File: src/rtl/qdec_pkg.sv
package qdec_pkg;
  typedef enum logic [1:0] {
    MODE_CNT = 2'd0,
    MODE_X1  = 2'd1,
    MODE_X2  = 2'd2,
    MODE_X4  = 2'd3
  } mode_e;

  // forward Gray order on {a,b}: 00 -> 01 -> 11 -> 10 -> 00
  function automatic logic [1:0] gray_fwd(input logic [1:0] s);
    case (s)
      2'b00:   return 2'b01;
      2'b01:   return 2'b11;
      2'b11:   return 2'b10;
      default: return 2'b00;
    endcase
  endfunction
endpackage

File: src/rtl/qdec_sync.sv
module qdec_sync #(
  parameter int N_CH   = 2,
  parameter int STAGES = 2
) (
  input  logic            clk_i,
  input  logic            rst_ni,
  input  logic [N_CH-1:0] d_i,
  output logic [N_CH-1:0] q_o
);
  for (genvar c = 0; c < N_CH; c++) begin : g_ch
    logic [STAGES-1:0] sr_q;
    always_ff @(posedge clk_i or negedge rst_ni) begin
      if (!rst_ni) sr_q <= '0;
      else         sr_q <= {sr_q[STAGES-2:0], d_i[c]};
    end
    assign q_o[c] = sr_q[STAGES-1];
  end
endmodule

File: src/rtl/qdec_strobe.sv
module qdec_strobe #(
  parameter int DIV = 653
) (
  input  logic clk_i,
  input  logic rst_ni,
  output logic stb_o
);
  if (DIV < 2) begin : g_every
    assign stb_o = 1'b1;
  end else begin : g_div
    localparam int CW = $clog2(DIV);
    localparam logic [CW-1:0] LAST = CW'(DIV - 1);
    logic [CW-1:0] cnt_q;
    logic          stb_q;
    always_ff @(posedge clk_i or negedge rst_ni) begin
      if (!rst_ni) begin
        cnt_q <= '0;
        stb_q <= 1'b0;
      end else if (cnt_q == LAST) begin
        cnt_q <= '0;
        stb_q <= 1'b1;
      end else begin
        cnt_q <= cnt_q + 1'b1;
        stb_q <= 1'b0;
      end
    end
    assign stb_o = stb_q;

    p_stb_gap_r1: assert property (@(posedge clk_i) disable iff (!rst_ni)
      stb_q |=> !stb_q);
  end
endmodule

File: src/rtl/qdec_step.sv
module qdec_step
  import qdec_pkg::*;
#(
  parameter int CNT_W = 32,
  parameter int ERR_W = 8
) (
  input  logic             clk_i,
  input  logic             rst_ni,
  input  logic             stb_i,
  input  mode_e            mode_i,
  input  logic [1:0]       ab_i,
  output logic             edge_o,
  output logic [CNT_W-1:0] pos_o,
  output logic             dir_o,
  output logic [ERR_W-1:0] err_o
);
  localparam logic [CNT_W-1:0] ONE     = CNT_W'(1);
  localparam logic [ERR_W-1:0] ERR_MAX = '1;

  logic [1:0]       prev_q;
  logic [CNT_W-1:0] pos_q;
  logic             dir_q;
  logic [ERR_W-1:0] err_q;
  logic             a_chg, b_chg, up, dn, bad;

  assign a_chg = ab_i[1] ^ prev_q[1];
  assign b_chg = ab_i[0] ^ prev_q[0];

  always_comb begin
    up  = 1'b0;
    dn  = 1'b0;
    bad = 1'b0;
    if (stb_i) begin
      if (mode_i == MODE_CNT) begin
        up = a_chg & ab_i[1];
      end else if (a_chg && b_chg) begin
        bad = 1'b1;
      end else begin
        unique case (mode_i)
          MODE_X1: if (a_chg && ab_i[1]) begin
            up = ab_i[0];
            dn = !ab_i[0];
          end
          MODE_X2: if (a_chg) begin
            up = (ab_i[1] == ab_i[0]);
            dn = (ab_i[1] != ab_i[0]);
          end
          default: if (a_chg || b_chg) begin
            up = (ab_i == gray_fwd(prev_q));
            dn = (ab_i != gray_fwd(prev_q));
          end
        endcase
      end
    end
  end

  always_ff @(posedge clk_i or negedge rst_ni) begin
    if (!rst_ni) begin
      prev_q <= '0;
      pos_q  <= '0;
      dir_q  <= 1'b0;
      err_q  <= '0;
    end else if (stb_i) begin
      prev_q <= ab_i;
      if (up) begin
        pos_q <= pos_q + ONE;
        dir_q <= 1'b1;
      end else if (dn) begin
        pos_q <= pos_q - ONE;
        dir_q <= 1'b0;
      end
      if (bad && err_q != ERR_MAX) err_q <= err_q + 1'b1;
    end
  end

  assign edge_o = up | dn;
  assign pos_o  = pos_q;
  assign dir_o  = dir_q;
  assign err_o  = err_q;

  p_idle_r1: assert property (@(posedge clk_i) disable iff (!rst_ni)
    !stb_i |=> $stable(pos_q) && $stable(err_q) && $stable(dir_q));
  p_unit_step_r2: assert property (@(posedge clk_i) disable iff (!rst_ni)
    (pos_q == $past(pos_q)) || (pos_q == $past(pos_q) + ONE) || (pos_q == $past(pos_q) - ONE));
  p_cnt_dir_r5: assert property (@(posedge clk_i) disable iff (!rst_ni)
    (stb_i && mode_i == MODE_CNT && a_chg && ab_i[1]) |=> dir_q);
  p_reject_r6: assert property (@(posedge clk_i) disable iff (!rst_ni)
    (stb_i && mode_i != MODE_CNT && a_chg && b_chg) |=> $stable(pos_q) && $stable(dir_q));
  p_err_mono_r6: assert property (@(posedge clk_i) disable iff (!rst_ni)
    err_q >= $past(err_q));
endmodule

File: src/rtl/qdec_period.sv
module qdec_period #(
  parameter int PER_W = 16
) (
  input  logic             clk_i,
  input  logic             rst_ni,
  input  logic             stb_i,
  input  logic             edge_i,
  output logic [PER_W-1:0] per_o
);
  localparam logic [PER_W-1:0] PER_MAX = '1;

  logic [PER_W-1:0] run_q, per_q;

  always_ff @(posedge clk_i or negedge rst_ni) begin
    if (!rst_ni) begin
      run_q <= PER_MAX;
      per_q <= PER_MAX;
    end else if (stb_i) begin
      if (edge_i) begin
        per_q <= (run_q == PER_MAX) ? PER_MAX : run_q + 1'b1;
        run_q <= '0;
      end else if (run_q != PER_MAX) begin
        run_q <= run_q + 1'b1;
        if (run_q == PER_MAX - 1'b1) per_q <= PER_MAX;
      end
    end
  end

  assign per_o = per_q;

  p_per_nonzero_r7: assert property (@(posedge clk_i) disable iff (!rst_ni)
    per_q != '0);
  p_run_clear_r7: assert property (@(posedge clk_i) disable iff (!rst_ni)
    (stb_i && edge_i) |=> run_q == '0);
  p_stopped_r8: assert property (@(posedge clk_i) disable iff (!rst_ni)
    (run_q == PER_MAX) |-> (per_q == PER_MAX));
endmodule

File: src/rtl/quad_sample_decoder.sv
module quad_sample_decoder
  import qdec_pkg::*;
#(
  parameter int CLK_DIV = 653,
  parameter int CNT_W   = 32,
  parameter int PER_W   = 16,
  parameter int ERR_W   = 8
) (
  input  logic             clk_i,
  input  logic             rst_ni,
  input  logic             a_i,
  input  logic             b_i,
  input  logic [1:0]       mode_i,
  input  logic             latch_i,
  output logic [CNT_W-1:0] pos_o,
  output logic [PER_W-1:0] period_o,
  output logic             dir_o,
  output logic [ERR_W-1:0] err_cnt_o
);
  logic [1:0]       ab_s;
  logic             stb, cnt_edge, dir_l;
  logic [CNT_W-1:0] pos_l;
  logic [PER_W-1:0] per_l;
  logic [ERR_W-1:0] err_l;

  qdec_sync #(.N_CH(2), .STAGES(2)) u_sync (
    .clk_i, .rst_ni, .d_i({a_i, b_i}), .q_o(ab_s)
  );

  qdec_strobe #(.DIV(CLK_DIV)) u_stb (
    .clk_i, .rst_ni, .stb_o(stb)
  );

  qdec_step #(.CNT_W(CNT_W), .ERR_W(ERR_W)) u_step (
    .clk_i, .rst_ni, .stb_i(stb), .mode_i(mode_e'(mode_i)), .ab_i(ab_s),
    .edge_o(cnt_edge), .pos_o(pos_l), .dir_o(dir_l), .err_o(err_l)
  );

  qdec_period #(.PER_W(PER_W)) u_per (
    .clk_i, .rst_ni, .stb_i(stb), .edge_i(cnt_edge), .per_o(per_l)
  );

  // coherent host snapshot
  always_ff @(posedge clk_i or negedge rst_ni) begin
    if (!rst_ni) begin
      pos_o     <= '0;
      period_o  <= '1;
      dir_o     <= 1'b0;
      err_cnt_o <= '0;
    end else if (latch_i) begin
      pos_o     <= pos_l;
      period_o  <= per_l;
      dir_o     <= dir_l;
      err_cnt_o <= err_l;
    end
  end

  p_snap_hold_r9: assert property (@(posedge clk_i) disable iff (!rst_ni)
    !latch_i |=> $stable(pos_o) && $stable(period_o) && $stable(dir_o) && $stable(err_cnt_o));
  p_snap_load_r9: assert property (@(posedge clk_i) disable iff (!rst_ni)
    latch_i |=> (pos_o == $past(pos_l)) && (period_o == $past(per_l)) && (err_cnt_o == $past(err_l)));
endmodule

File: config.mk
export PLATFORM = sky130hd
export DESIGN_NAME = quad_sample_decoder
export DESIGN_NICKNAME = d
export VERILOG_FILES = /design/src/rtl/qdec_pkg.sv /design/src/rtl/qdec_sync.sv /design/src/rtl/qdec_strobe.sv /design/src/rtl/qdec_step.sv /design/src/rtl/qdec_period.sv /design/src/rtl/quad_sample_decoder.sv
export SDC_FILE = /design/constraint.sdc
export NUM_CORES = 1
export LEC_CHECK = 0
export BUFFER_PORTS_ARGS = -buffer_cell sky130_fd_sc_hd__buf_2
export CAP_MARGIN = 20
export CORE_ASPECT_RATIO = 0.6
export CORE_MARGIN = 4
export CORE_UTILIZATION = 55
export DETAILED_ROUTE_END_ITERATION = 10
export PLACE_DENSITY = 0.78
export SLEW_MARGIN = 20
export SYNTH_ARGS = -nofsm -noshare
export SYNTH_HDL_FRONTEND = slang
export SYNTH_HIERARCHICAL = 1
export SYNTH_SLANG_ARGS = --single-unit
File: constraint.sdc
create_clock -name clk_i -period 13.9 [get_ports clk_i]
set_clock_uncertainty 0.15 [all_clocks]
set_input_delay 2.085 -clock clk_i [delete_from_list [all_inputs] [get_ports clk_i]]
set_output_delay 2.085 -clock clk_i [all_outputs]
set_load 0.05 [all_outputs]
# After elaboration in Yosys (flattened, before gate mapping)
# Cells that the tools add are included.
# word_totals
reg_bits	147
inputBits	7
output_inout_bits	57
elab_cells	86
# op_classes
n_addsub	5
eq_ne	13
mux	35
n_bitwise	4
n_reduce_logical	15
# op_table
cell	count
two-way mux 16 bit	6
two-way mux 32 bit	2
adder 32 x 1 -> 32 bit (second input constant)	1
== test 16 bit (second input constant)	2
subtractor 32 x 1 -> 32 bit (second input constant)	1
two-way mux 1 bit	18
adder 16 x 1 -> 16 bit (second input constant)	1
inequality test 16 bit (second input constant)	1
adder 10 x 1 -> 10 bit (second input constant)	1
== test 10 bit (second input constant)	1
two-way mux 10 bit	1
two-way mux 2 bit	5
adder 8 x 1 -> 8 bit (second input constant)	1
inequality test 8 bit (second input constant)	1
case mux 2 bit (3 select lines)	1
AND reduction 2 bit	3
nonzero test 2 bit	3
== test 2 x 1 -> 1 bit (second input constant)	2
== test 2 bit (second input constant)	2
zero test 2 bit	2
case mux 1 bit (2 select lines)	2
logical AND 1 bit	3
AND reduction 3 bit	1
== test 2 bit	1
9 further kinds	10

# Longest topological paths before layout
# Gate-level depths: netlist (run 1).
# logic_depth
depth_word	16
ltp_mapped	17
mapped_depth_nobuf	17

# By module
# Netlist (run 1), hierarchy kept.
# by_module_without_submodules
mod	instances	cells_each	area_per_inst_um2	seq_area_each_um2
qdec_step	1	404	3460.8	1076.0
quad_sample_decoder	1	120	2255.9	1446.4
qdec_period	1	176	1916.8	840.8
qdec_strobe	1	50	540.5	275.3
qdec_sync	1	6	115.1	100.1

# Worst setup path after synthesis (run 1)
# Ideal clock, no wire load.
# synth_path
path_kind	input to register
startpoint	in mode_i[0]
endpoint	reg u_step.pos_q[29], in the netlist u_step/pos_o[29]
setup_time_ns	0.125
arrival_time_ns	5.696
required_ns	13.625
setup_slack_ns	7.930
stages	15
path_buffers	0
cell_sequence	inv_1 ha_1 nand2_1 a31oi_1 o41ai_2 nand2_1 ha_1 a21o_1 a21o_1 a2111oi_0 a21oi_1 a211oi_2 a21oi_1 xor2_1 mux2_2
# synth_between
elab_chain_cells	7
word_cells_on_any_way	14
cone_classes	2 x eq/ne; 9 x mux; 3 x reduce/logical
# synth_lines
element	line_no	source
from (decl)	quad_sample_decoder.sv:13	input logic [1:0] mode_i,
== test 2 bit / == test 2 x 1 -> 1 bit (equally long branches)	-	
case mux 1 bit (2 select lines)	qdec_step.sv:39	unique case (mode_i)
two-way mux 1 bit	qdec_step.sv:36	end else if (a_chg && b_chg) begin
two-way mux 1 bit	qdec_step.sv:34	if (mode_i == MODE_CNT) begin
two-way mux 1 bit	qdec_step.sv:33	if (stb_i) begin
nonzero test 2 bit (no source line)	-	
AND reduction 2 bit (no source line)	-	
to (signal assigned)	qdec_step.sv:66	pos_q <= pos_q + ONE;
to (signal assigned)	qdec_step.sv:69	pos_q <= pos_q - ONE;
to (decl)	qdec_step.sv:21	logic [CNT_W-1:0] pos_q;
# Parallel ways exist; a longest one is shown, timed or not.
# A chain may end at the register's enable or synchronous reset.

# Final worst setup path (run 1)
# layout_path
startpoint	in mode_i[0]
endpoint	reg u_step.pos_q[31], in the netlist u_step/pos_o[31]
# The elaborated chain is that of the path after synthesis.

==> reports/results.txt, run 1 <==
core area: 14600 sq um
Post-Syn Area: 8290 sq um
Vias/cell: 6.10
FP Rows: 34
drt wl/cell: 18.2 um
RSZ-0062 raised after global routing: false
CTS tree: done
IO Pins: 64
sequential share of the synthesized area: 0.451
DPL Wire Length: 13200 um
Worst Max-Slew Pin Slew: 1010 ps
Post CTS Setup Buffer Count: 0
Final Hold Violating Endpoints: 0
Antenna Violating Nets Remaining: 0
first-pass GRT wire length: 30800 um
Arr. time, crit path: 6080 ps
critical path's largest stage delay: 490 ps
Max-slew headroom: 0.327
power per cell area: 98.6 nW/um^2
Syn Area/Cell: 11.0 sq um
Syn. warnings: 6
setup TNS: 0 ps
status: complete, no violations
die area: 17200 sq um
DRT Pass-1 Iters: 8
period utilisation layout: 0.425
Post-Syn Instances: 756
count of pins over their slew limit: 0
Min-Delay Path Depth: 0
maxcap violations: 0
IO Port Bufs: 63
Util after Layout: 0.634
clk buf depth: 2
worst min-delay path category: reg -> reg
commonest non-fill, non-tap cells in the layout: dfrtp_1 (99), nand2_1 (79), buf_2 (62)
main combinational cell family by area after synthesis: compound AO/OA/AOI/OAI gates
Clock transition at path regs: 60 ps
Root Buffer: clkbuf_16
largest net degree at the start of global routing: 78
mux share of post-synthesis cell area: 0.107
xor and xnor area share after synthesis: 0.0528
hold-fix buffers at CTS: 0
Final GP Congestion: 0.934
Starting Density: 0.566
Cell Chain, Critical Path: buf_2 > inv_1 > ha_1 > nand2_1 > a31oi_1 > o41ai_2 > nand2_1 > buf_4 > ha_1 > a21oi_1 > o21ai_0 > o21ai_0 > o211ai_1 > a41oi_1 > a221oi_1 > mux2i_1 > xnor2_1
Yosys cell types: 79
FFs w/ async S/R, synth: 1.00
fmax: 0.169 GHz
H-tree depth: 4
DR DRC count: 0
share of cells above drive strength 1: 0.307
commonest non-fill, non-tap cell in the layout: dfrtp_1
Clk Latency, worst-skew pair: 420 ps
Post-synth top flop: dfrtp_1
Crit. End Element: register
Post-Synth Simple-Gate Area: 0.128
Sink Count: 147
Leakage: 4.36 nW
Critical Path RT: 14080 ps
initial antenna violation count: 0
Net count, final: 856
final wirelength: 18600 um
Iter 0 DRT Violations: 686
Max VDD drop: 75.9 uV
number of enable flip-flop cells after synthesis: 0
Worst Setup Start Kind: input port
via count: 6219
post_cts resized: 0
CTS buffer count: 17
vias in the first global route: 5932
critical path class: in -> reg
GR Util All Layers: 0.220
compound-gate portion of the synthesized area: 0.162
# setup viols final: 0
Layout area overhead: 11.8%
die span in x: 166 um
Die Ht: 103 um
Slowest-stage cell, CP: o21ai_0
Overflow after GRT: 0
Syn Nets: 803
ANT cells: 0
reg2reg path depth: 16
CP max FO: 32
flops & latches, synth: 147
Final Critical Period: 5910 ps
Synth Area in Adders: 0.0613
[kinds of logic (layout without fill, tap and decap cells)]
group           Yosys count  after routing
buf+inv                  56            122
simple gates            207            207
xor+xnor                 50             50
fa+ha+maj                40             40
compound gates          187            187
flops                   147            147
mux                      69             69
[synth_stat cells (3+ instances only)]
master / instances / area, sq um
dfstp_2: 48 / 1260
nor2_1: 32 / 120
inv_1: 20 / 75.1
buf_2: 8 / 40.0
o32a_2: 4 / 45.0
dfrtp_1: 99 / 2480
a2bb2oi_2: 10 / 150
a31oi_1: 4 / 25.0
o211ai_1: 9 / 67.6
buf_6: 7 / 78.8
nand3_1: 19 / 95.1
nand4_1: 10 / 62.6
ha_1: 39 / 488
o31ai_1: 6 / 45.0
mux2_4: 31 / 465
or4_1: 5 / 37.5
a221oi_1: 3 / 26.3
nor3_1: 8 / 40.0
buf_4: 4 / 30.0
a21oi_1: 40 / 200
nor2b_1: 7 / 43.8
a211oi_1: 5 / 37.5
mux2_2: 33 / 372
xor2_1: 23 / 201
or2_2: 4 / 25.0
nor3b_1: 3 / 22.5
nor4_1: 3 / 18.8
a21o_1: 16 / 120
and3_1: 11 / 68.8
nand2b_1: 8 / 50.1
nand2_1: 79 / 297
clkbuf_1: 10 / 37.5
mux2i_1: 5 / 50.1
o21ai_0: 56 / 280
or3_1: 5 / 31.3
xnor2_1: 27 / 236
[power breakdown]
group / internal [mW] / total [mW] / switching (mW)
logic: 0.00630 / 0.0218 / 0.0155
clock network: 0.261 / 0.463 / 0.202
registers: 0.429 / 0.430 / 0.000777
total: 0.696 / 0.914 / 0.218
[metrics by stage]
| step | instance area [sq um] | power [mW] | cells | setup WS [ps] | hold slack [ps] |
|---|---|---|---|---|---|
| 6_report | 9270 | 0.914 | 1020 | 7990 | 205 |
| 5_1_grt | 9270 | 0.941 | 1020 | 7820 | 222 |
| 4_1_cts | 9270 | 0.921 | 1020 | 8110 | 209 |
| 3_5_place_dp | 8670 | 0.460 | 988 | 7700 | 194 |
| 3_3_place_gp | 8670 | 0.459 | 988 | 7880 | 195 |
| 2_1_floorplan | 8290 | 0.449 | 756 | 7930 | 181 |
[flip-flops by register name, indices dropped and copies added (netlist names), 2 cells and up]
register,cells
err_cnt_o,8
period_o,16
u_per/run_q,16
u_sync/g_ch.sr_q,4
u_step/err_o,8
u_step/pos_o,32
u_stb/g_div.cnt_q,10
u_step/prev_q,2
u_per/per_o,16
pos_o,32
[routing by layer]
| metal | global-route usage | up-vias | part of all wire |
|---|---|---|---|
| met1 | 0.331 | 3052 | 0.49 |
| met3 | 0.0471 | 34 | 0.075 |
| met2 | 0.323 | 271 | 0.42 |
| li1 | - | 2862 | - |
| met5 | 0 | - | 0 |
| met4 | 0.0629 | 0 | 0.012 |
[final cells by class]
| type | instances | area [sq um] |
|---|---|---|
| multi-input combinational | 553 | 4240 |
| timing repair buffer | 68 | 359 |
| sequential | 147 | 3740 |
| inverter | 22 | 82.6 |
| fill | 1181 | 5360 |
| clock inverter | 14 | 160 |
| tap | 198 | 248 |
| clock buffer | 18 | 439 |
[worst max-delay path, delay by kind of cell]
family | cells | cell delay (ps)
fa+ha+maj | 2 | 770
xor+xnor | 1 | 160
buf+inv | 3 | 440
mux | 1 | 280
compound gates | 8 | 2130
simple gates | 2 | 200
[path summary, 6_finish.rpt]
kind	slack, ps	start	endpoint
max	7990	mode_i[0]	u_step/pos_o[31]
min	210	u_sync/g_ch[1].sr_q[0]	u_sync/g_ch[1].sr_q[1]
max reg2reg	8670	u_sync/g_ch[1].sr_q[1]	u_step/pos_o[31]
min reg2reg	210	u_sync/g_ch[1].sr_q[0]	u_sync/g_ch[1].sr_q[1]
max in group asynchronous	10740	rst_ni	u_step/err_o[4]
min in group asynchronous	1510	rst_ni	u_step/pos_o[0]
Power figures use the tool's default switching activity.
==> run 2, diff against run 1 <==
--- a/config.mk
+++ b/config.mk
@@ -5,13 +5,14 @@
 export SDC_FILE = /design/constraint.sdc
 export NUM_CORES = 1
 export LEC_CHECK = 0
+export ABC_AREA = 1
 export BUFFER_PORTS_ARGS = -buffer_cell sky130_fd_sc_hd__buf_2
 export CAP_MARGIN = 20
 export CORE_ASPECT_RATIO = 0.6
 export CORE_MARGIN = 4
 export CORE_UTILIZATION = 55
 export DETAILED_ROUTE_END_ITERATION = 10
-export PLACE_DENSITY = 0.78
+export PLACE_DENSITY = 0.81
 export SLEW_MARGIN = 20
 export SYNTH_ARGS = -nofsm -noshare
 export SYNTH_HDL_FRONTEND = slang
==> constraint.sdc (replaced) <==
create_clock -name clk_i -period 4.8 [get_ports clk_i]
set_clock_uncertainty 0.15 [all_clocks]
set_input_delay 0.72 -clock clk_i [delete_from_list [all_inputs] [get_ports clk_i]]
set_output_delay 0.72 -clock clk_i [all_outputs]
set_load 0.05 [all_outputs]
==> reports/results.txt, run 2 <==
via count: 7941
vias in the first global route: 7244
power per cell area: 380 nW/um^2
FP Rows: 35
Vias/cell: 5.34
fillers: 1361
sequential share of the synthesized area: 0.423
period utilisation layout: 0.812
CP max FO: 35
DR DRC count: 0
Arr. time, crit path: 4050 ps
Final GP Congestion: 0.965
Syn. warnings: 6
Cell Chain, Critical Path: ha_1 > nor2_1 > nand3_1 > a21oi_1 > nand2_1 > nand2_2 > nand2_4 > ha_1 > or2_2 > nand2_1 > o21ai_0 > nand2_1 > nand2_1 > nand2_1 > nand2_1 > nand2_1 > nand3_1 > nand2_1
Overflow after GRT: 0
commonest cells in the netlist: nand2_1 (557), inv_1 (118), dfrtp_1 (99)
Worst Setup Start Kind: register
Clock transition at path regs: 70 ps
Post-Syn Area: 8840 sq um
ANT cells: 0
Syn Nets: 1259
first-pass GRT wire length: 37100 um
Starting Density: 0.568
placed cell area: 9220 sq um
critical path class: reg -> reg
RSZ-0062 raised after global routing: false
count leader, synth: nand2_1
Layout Cell Area excl Fill: 9840 sq um
area leader, netlist: dfrtp_1
core area: 15500 sq um
die area: 18200 sq um
Leakage: 5.32 nW
IO Port Bufs: 63
# setup viols final: 0
final wirelength: 22300 um
worst min-delay path category: in -> async
maxcap violations: 0
post-synth top area share: 0.280
Antenna Violating Nets Remaining: 0
Final Critical Period: 3900 ps
Sink Count: 147
GR Util All Layers: 0.254
non-filler cells in the finished layout: 1488
reg2reg path depth: 18
fmax: 0.256 GHz
placed cells: 1455
footprint of the multi-input gates: 4410 sq um
initial antenna violation count: 0
Root Buffer: clkbuf_16
Final Hold Violating Endpoints: 0
Synth area leaders: dfrtp_1 (28%), nand2_1 (24%), dfstp_2 (14%)
Max-slew headroom: 0.424
Iter 0 DRT Violations: 1035
Net count, final: 1319
count of pins over their slew limit: 0
IO Pins: 64
hold-fix buffers at CTS: 0
Die Ht: 106 um
Yosys cell types: 37
Setup WS post-layout: 901 ps
commonest non-fill, non-tap cell in the layout: nand2_1
Crit. End Element: register
Layout area overhead: 11.4%
flops & latches, synth: 147
post_cts resized: 0
CTS buffer count: 17
Worst Max-Slew Pin Slew: 862 ps
share of cells above drive strength 1: 0.149
Clk Latency, worst-skew pair: 420 ps
clk buf depth: 2
setup TNS: 0 ps
worst hold margin: 218 ps
R2R Path Start: u_sync/g_ch[1].sr_q[1]
DRT Pass-1 Iters: 5
Post CTS Setup Buffer Count: 0
DP Worst Slack: 790 ps
reg2reg end: u_step/pos_o[25]
FF-to-FF setup slack: 900 ps
total power: 3.74 mW
status: complete, no violations
commonest non-fill, non-tap cells in the layout: nand2_1 (557), inv_1 (118), dfrtp_1 (99)
H-tree depth: 4
largest net degree at the start of global routing: 84
drt wl/cell: 15.0 um
CP dominant cell by count: nand2_1
Register Area: 3740 sq um
number of enable flip-flop cells after synthesis: 0
Post-Syn Instances: 1212
CTS tree: done
Util after Layout: 0.633
FFs w/ async S/R, synth: 1.00
Post-synth top flop: dfrtp_1
critical path's largest stage delay: 560 ps
Syn Area/Cell: 7.29 sq um
die span in x: 172 um
DPL Wire Length: 15700 um
Slowest-stage cell, CP: ha_1
Critical Path RT: 4950 ps
top flop regs: pos_o: 32 flops, u_step/pos_o: 32 flops
Max VDD drop: 195 uV
run 2: kinds of logic (layout without fill, tap and decap cells):
family	after synthesis	in the layout	synth area share
DFF	147	147	0.423
and+or+nand+nor	757	757	0.352
xor gates and xnor gates	30	30	0.0297
AOI/OAI and AO/OA	87	87	0.0589
adders and majority gates	40	40	0.0575
muxes	1	1	0.00127
buffers and inverters	150	223	0.0779
run 2: routing by layer:
metal,part of all wire,track usage,vias up
li1,-,-,3903
met1,0.52,0.418,3669
met2,0.38,0.341,346
met3,0.092,0.0561,23
met4,0.0078,0.0435,0
met5,0,0,-
run 2: worst max path at each step:
stage                                  end  depth (start not counted)                    from  slack [ps]
after global placement    u_step/pos_o[27]                         21               mode_i[0]         810
after global routing      u_step/pos_o[25]                         18  u_sync/g_ch[1].sr_q[1]         640
final                     u_step/pos_o[25]                         18  u_sync/g_ch[1].sr_q[1]         900
after detailed placement  u_step/pos_o[29]                         20               mode_i[0]         790
after floorplan           u_step/pos_o[29]                         19               mode_i[0]        1510
after CTS                 u_step/pos_o[21]                         18  u_sync/g_ch[1].sr_q[1]        1080
run 2: power breakdown:
group          switching, mW  internal [mW]
sequential            0.0676           1.33
combinational          0.719          0.294
clock                  0.563          0.768
run 2: critical path: cells and delay by family, from the launching register on:
family | cells | cell delay [ps]
AO/OA/AOI/OAI | 2 | 650
AND/OR/NAND/NOR | 14 | 1600
adder cells (fa/ha/maj) | 2 | 930
flip-flops | 1 | 430
run 2: area by class of cell:
cell class	count	share of cell area
clock buffer	23	0.0519
clock inverter	9	0.00852
inverter	124	0.0481
multi-input combinational	915	0.448
sequential	147	0.380
tap	203	0.0258
timing repair buffer	67	0.0378
==> run 3, diff against run 2 <==
--- a/config.mk
+++ b/config.mk
@@ -5,7 +5,7 @@
 export SDC_FILE = /design/constraint.sdc
 export NUM_CORES = 1
 export LEC_CHECK = 0
-export ABC_AREA = 1
+export ABC_AREA = 0
 export BUFFER_PORTS_ARGS = -buffer_cell sky130_fd_sc_hd__buf_2
 export CAP_MARGIN = 20
 export CORE_ASPECT_RATIO = 0.6
==> constraint.sdc (replaced) <==
create_clock -name clk_i -period 3.5 [get_ports clk_i]
set_clock_uncertainty 0.15 [all_clocks]
set_input_delay 0.525 -clock clk_i [delete_from_list [all_inputs] [get_ports clk_i]]
set_output_delay 0.525 -clock clk_i [all_outputs]
set_load 0.05 [all_outputs]
==> reports/results.txt, run 3 (synthesis gave the netlist of run 1 again) <==
status: finished, violations left
failing checks: setup timing
fmax: 0.227 GHz
final wirelength: 22600 um
Antenna Violating Nets Remaining: 0
Root Buffer: clkbuf_16
clock share of power: 0.500
Worst Setup Start Kind: register
Die Ht: 103 um
R2R Path Start: u_step/prev_q[1]
DR DRC count: 0
Iter 0 DRT Violations: 702
CTS tree: done
RSZ-0062 raised after global routing: true
critical path class: reg -> reg
worst min-delay path category: in -> reg
commonest non-fill, non-tap cells in the layout: buf_4 (113), dfrtp_1 (99), nand2_1 (74)
Sequential Power Share: 0.469
DRT Pass-1 Iters: 6
Critical Path RT: 3700 ps
non-filler cells in the finished layout: 1139
footprint of the multi-input gates: 4910 sq um
CTS buffer count: 17
Starting Density: 0.566
Arr. time, crit path: 4610 ps
IO Pins: 64
Crit. End Element: register
Sw Ratio: 0.249
met2 routed WL: 10100 um
Register Area: 3740 sq um
placed cells: 1087
maxcap violations: 0
top flop regs: pos_o: 32 flops, u_step/pos_o: 32 flops
GR Util All Layers: 0.249
FF-to-FF setup slack: -910 ps
total power: 3.63 mW
Max-slew headroom: 0.358
via count: 6849
Min-Delay Path Depth: 1
die area: 17200 sq um
drt wl/cell: 19.8 um
WL met3: 1650 um
die span in x: 166 um
Hold Path End: u_sync/g_ch[0].sr_q[0]
commonest non-fill, non-tap cell in the layout: buf_4
fillers: 952
Final Hold Violating Endpoints: 0
Final GP Congestion: 0.939
vias in the first global route: 6581
Layout area overhead: 31.2%
H-tree depth: 4
IO Port Bufs: 63
FP Rows: 34
initial antenna violation count: 0
Setup WS post-layout: -910 ps
Worst Max-Slew Pin Slew: 962 ps
Top Layer Used: met4
Clock transition at path regs: 70 ps
Comb power frac: 0.031
Sink Count: 147
hold path startpoint: b_i
share of cells above drive strength 1: 0.484
Net count, final: 975
core area: 14600 sq um
setup TNS: -16210 ps
reg2reg end: u_step/pos_o[31]
DP Worst Slack: -705 ps
ANT cells: 0
# setup viols final: 26
Layout Cell Area excl Fill: 10900 sq um
CP max FO: 13
M1 wire length: 10500 um
reg2reg path depth: 18
Vias/cell: 6.01
Overflow after GRT: 0
largest net degree at the start of global routing: 55
sw power: 903 uW
first-pass GRT wire length: 34500 um
DPL Wire Length: 13900 um
Final Critical Period: 4410 ps
count of pins over their slew limit: 0
Pint: 2.73 mW
power per cell area: 334 nW/um^2
period utilisation layout: 1.26
clk buf depth: 2
Max VDD drop: 226 uV
Leakage: 5.12 nW
Clk Latency, worst-skew pair: 430 ps
placed cell area: 9640 sq um
[run 3: per-layer routing]
layer,GRT usage,vias up
met1,0.374,3408
met4,0.0685,0
met5,0,-
met3,0.0464,42
li1,-,3102
met2,0.372,297
[run 3: critical path: stages, from the launching register on]
cell and delay, ps:
dfrtp_1 390, inv_2 80, ha_4 200, or3_4 330, a211oi_2 250, a311oi_2 70, o41ai_2 280, buf_4 200
nand2_4 60, buf_12 160, ha_4 270, o211ai_1 140, o211ai_1 340, nand4_1 210, o211ai_1 300, a41oi_2 180
a221oi_2 290, mux2i_1 270, xnor2_1 140
[run 3: worst max path at each step]
stage | from | to | slack (ps) | depth (start not counted)
floorplan | u_sync/g_ch[1].sr_q[1] | u_step/pos_o[29] | -710 | 16
global placement | mode_i[0] | u_step/pos_o[16] | -610 | 19
detailed placement | u_step/prev_q[1] | u_step/pos_o[31] | -710 | 18
CTS | u_step/prev_q[1] | u_step/pos_o[31] | -690 | 18
global route | u_step/prev_q[1] | u_step/pos_o[31] | -1140 | 18
finish | u_step/prev_q[1] | u_step/pos_o[31] | -910 | 18
[run 3: final cells by class]
| cell class | instances | area share |
|---|---|---|
| clock buffers | 18 | 0.0414 |
| clock inverters | 14 | 0.0119 |
| inverters | 22 | 0.00760 |
| multi-input cells | 553 | 0.452 |
| flip-flops and latches | 147 | 0.344 |
| well taps | 198 | 0.0228 |
| repair buffers | 187 | 0.120 |
[run 3: power by group through the flow]
| stage | Combinational (mW) | Sequential [mW] | Clock, mW |
|---|---|---|---|
| after global placement | 0.106 | 1.74 | 0 |
| after floorplan | 0.0510 | 1.73 | 0 |
| after CTS | 0.110 | 1.71 | 1.84 |
| after detailed placement | 0.109 | 1.74 | 0 |
| after global routing | 0.124 | 1.71 | 1.92 |
| final | 0.112 | 1.71 | 1.82 |
[run 3: metrics by stage]
stage / utilization / hold WS [ps]
2_1_floorplan: - / 79.4
3_3_place_gp: 0.659 / 186
3_5_place_dp: 0.659 / 191
4_1_cts: 0.715 / 45.5
5_1_grt: 0.743 / 47.7
6_report: 0.743 / 54.3
[run 3: what timing repair did]
item,4_1_cts,5_1_grt
buffers inserted,7,12
setup endpoints to repair,24,27
hold buffers,1,0
gates resized for setup,44,67
cloned,0,0
pin swaps,12,11
endpoints found under the hold margin,32,0
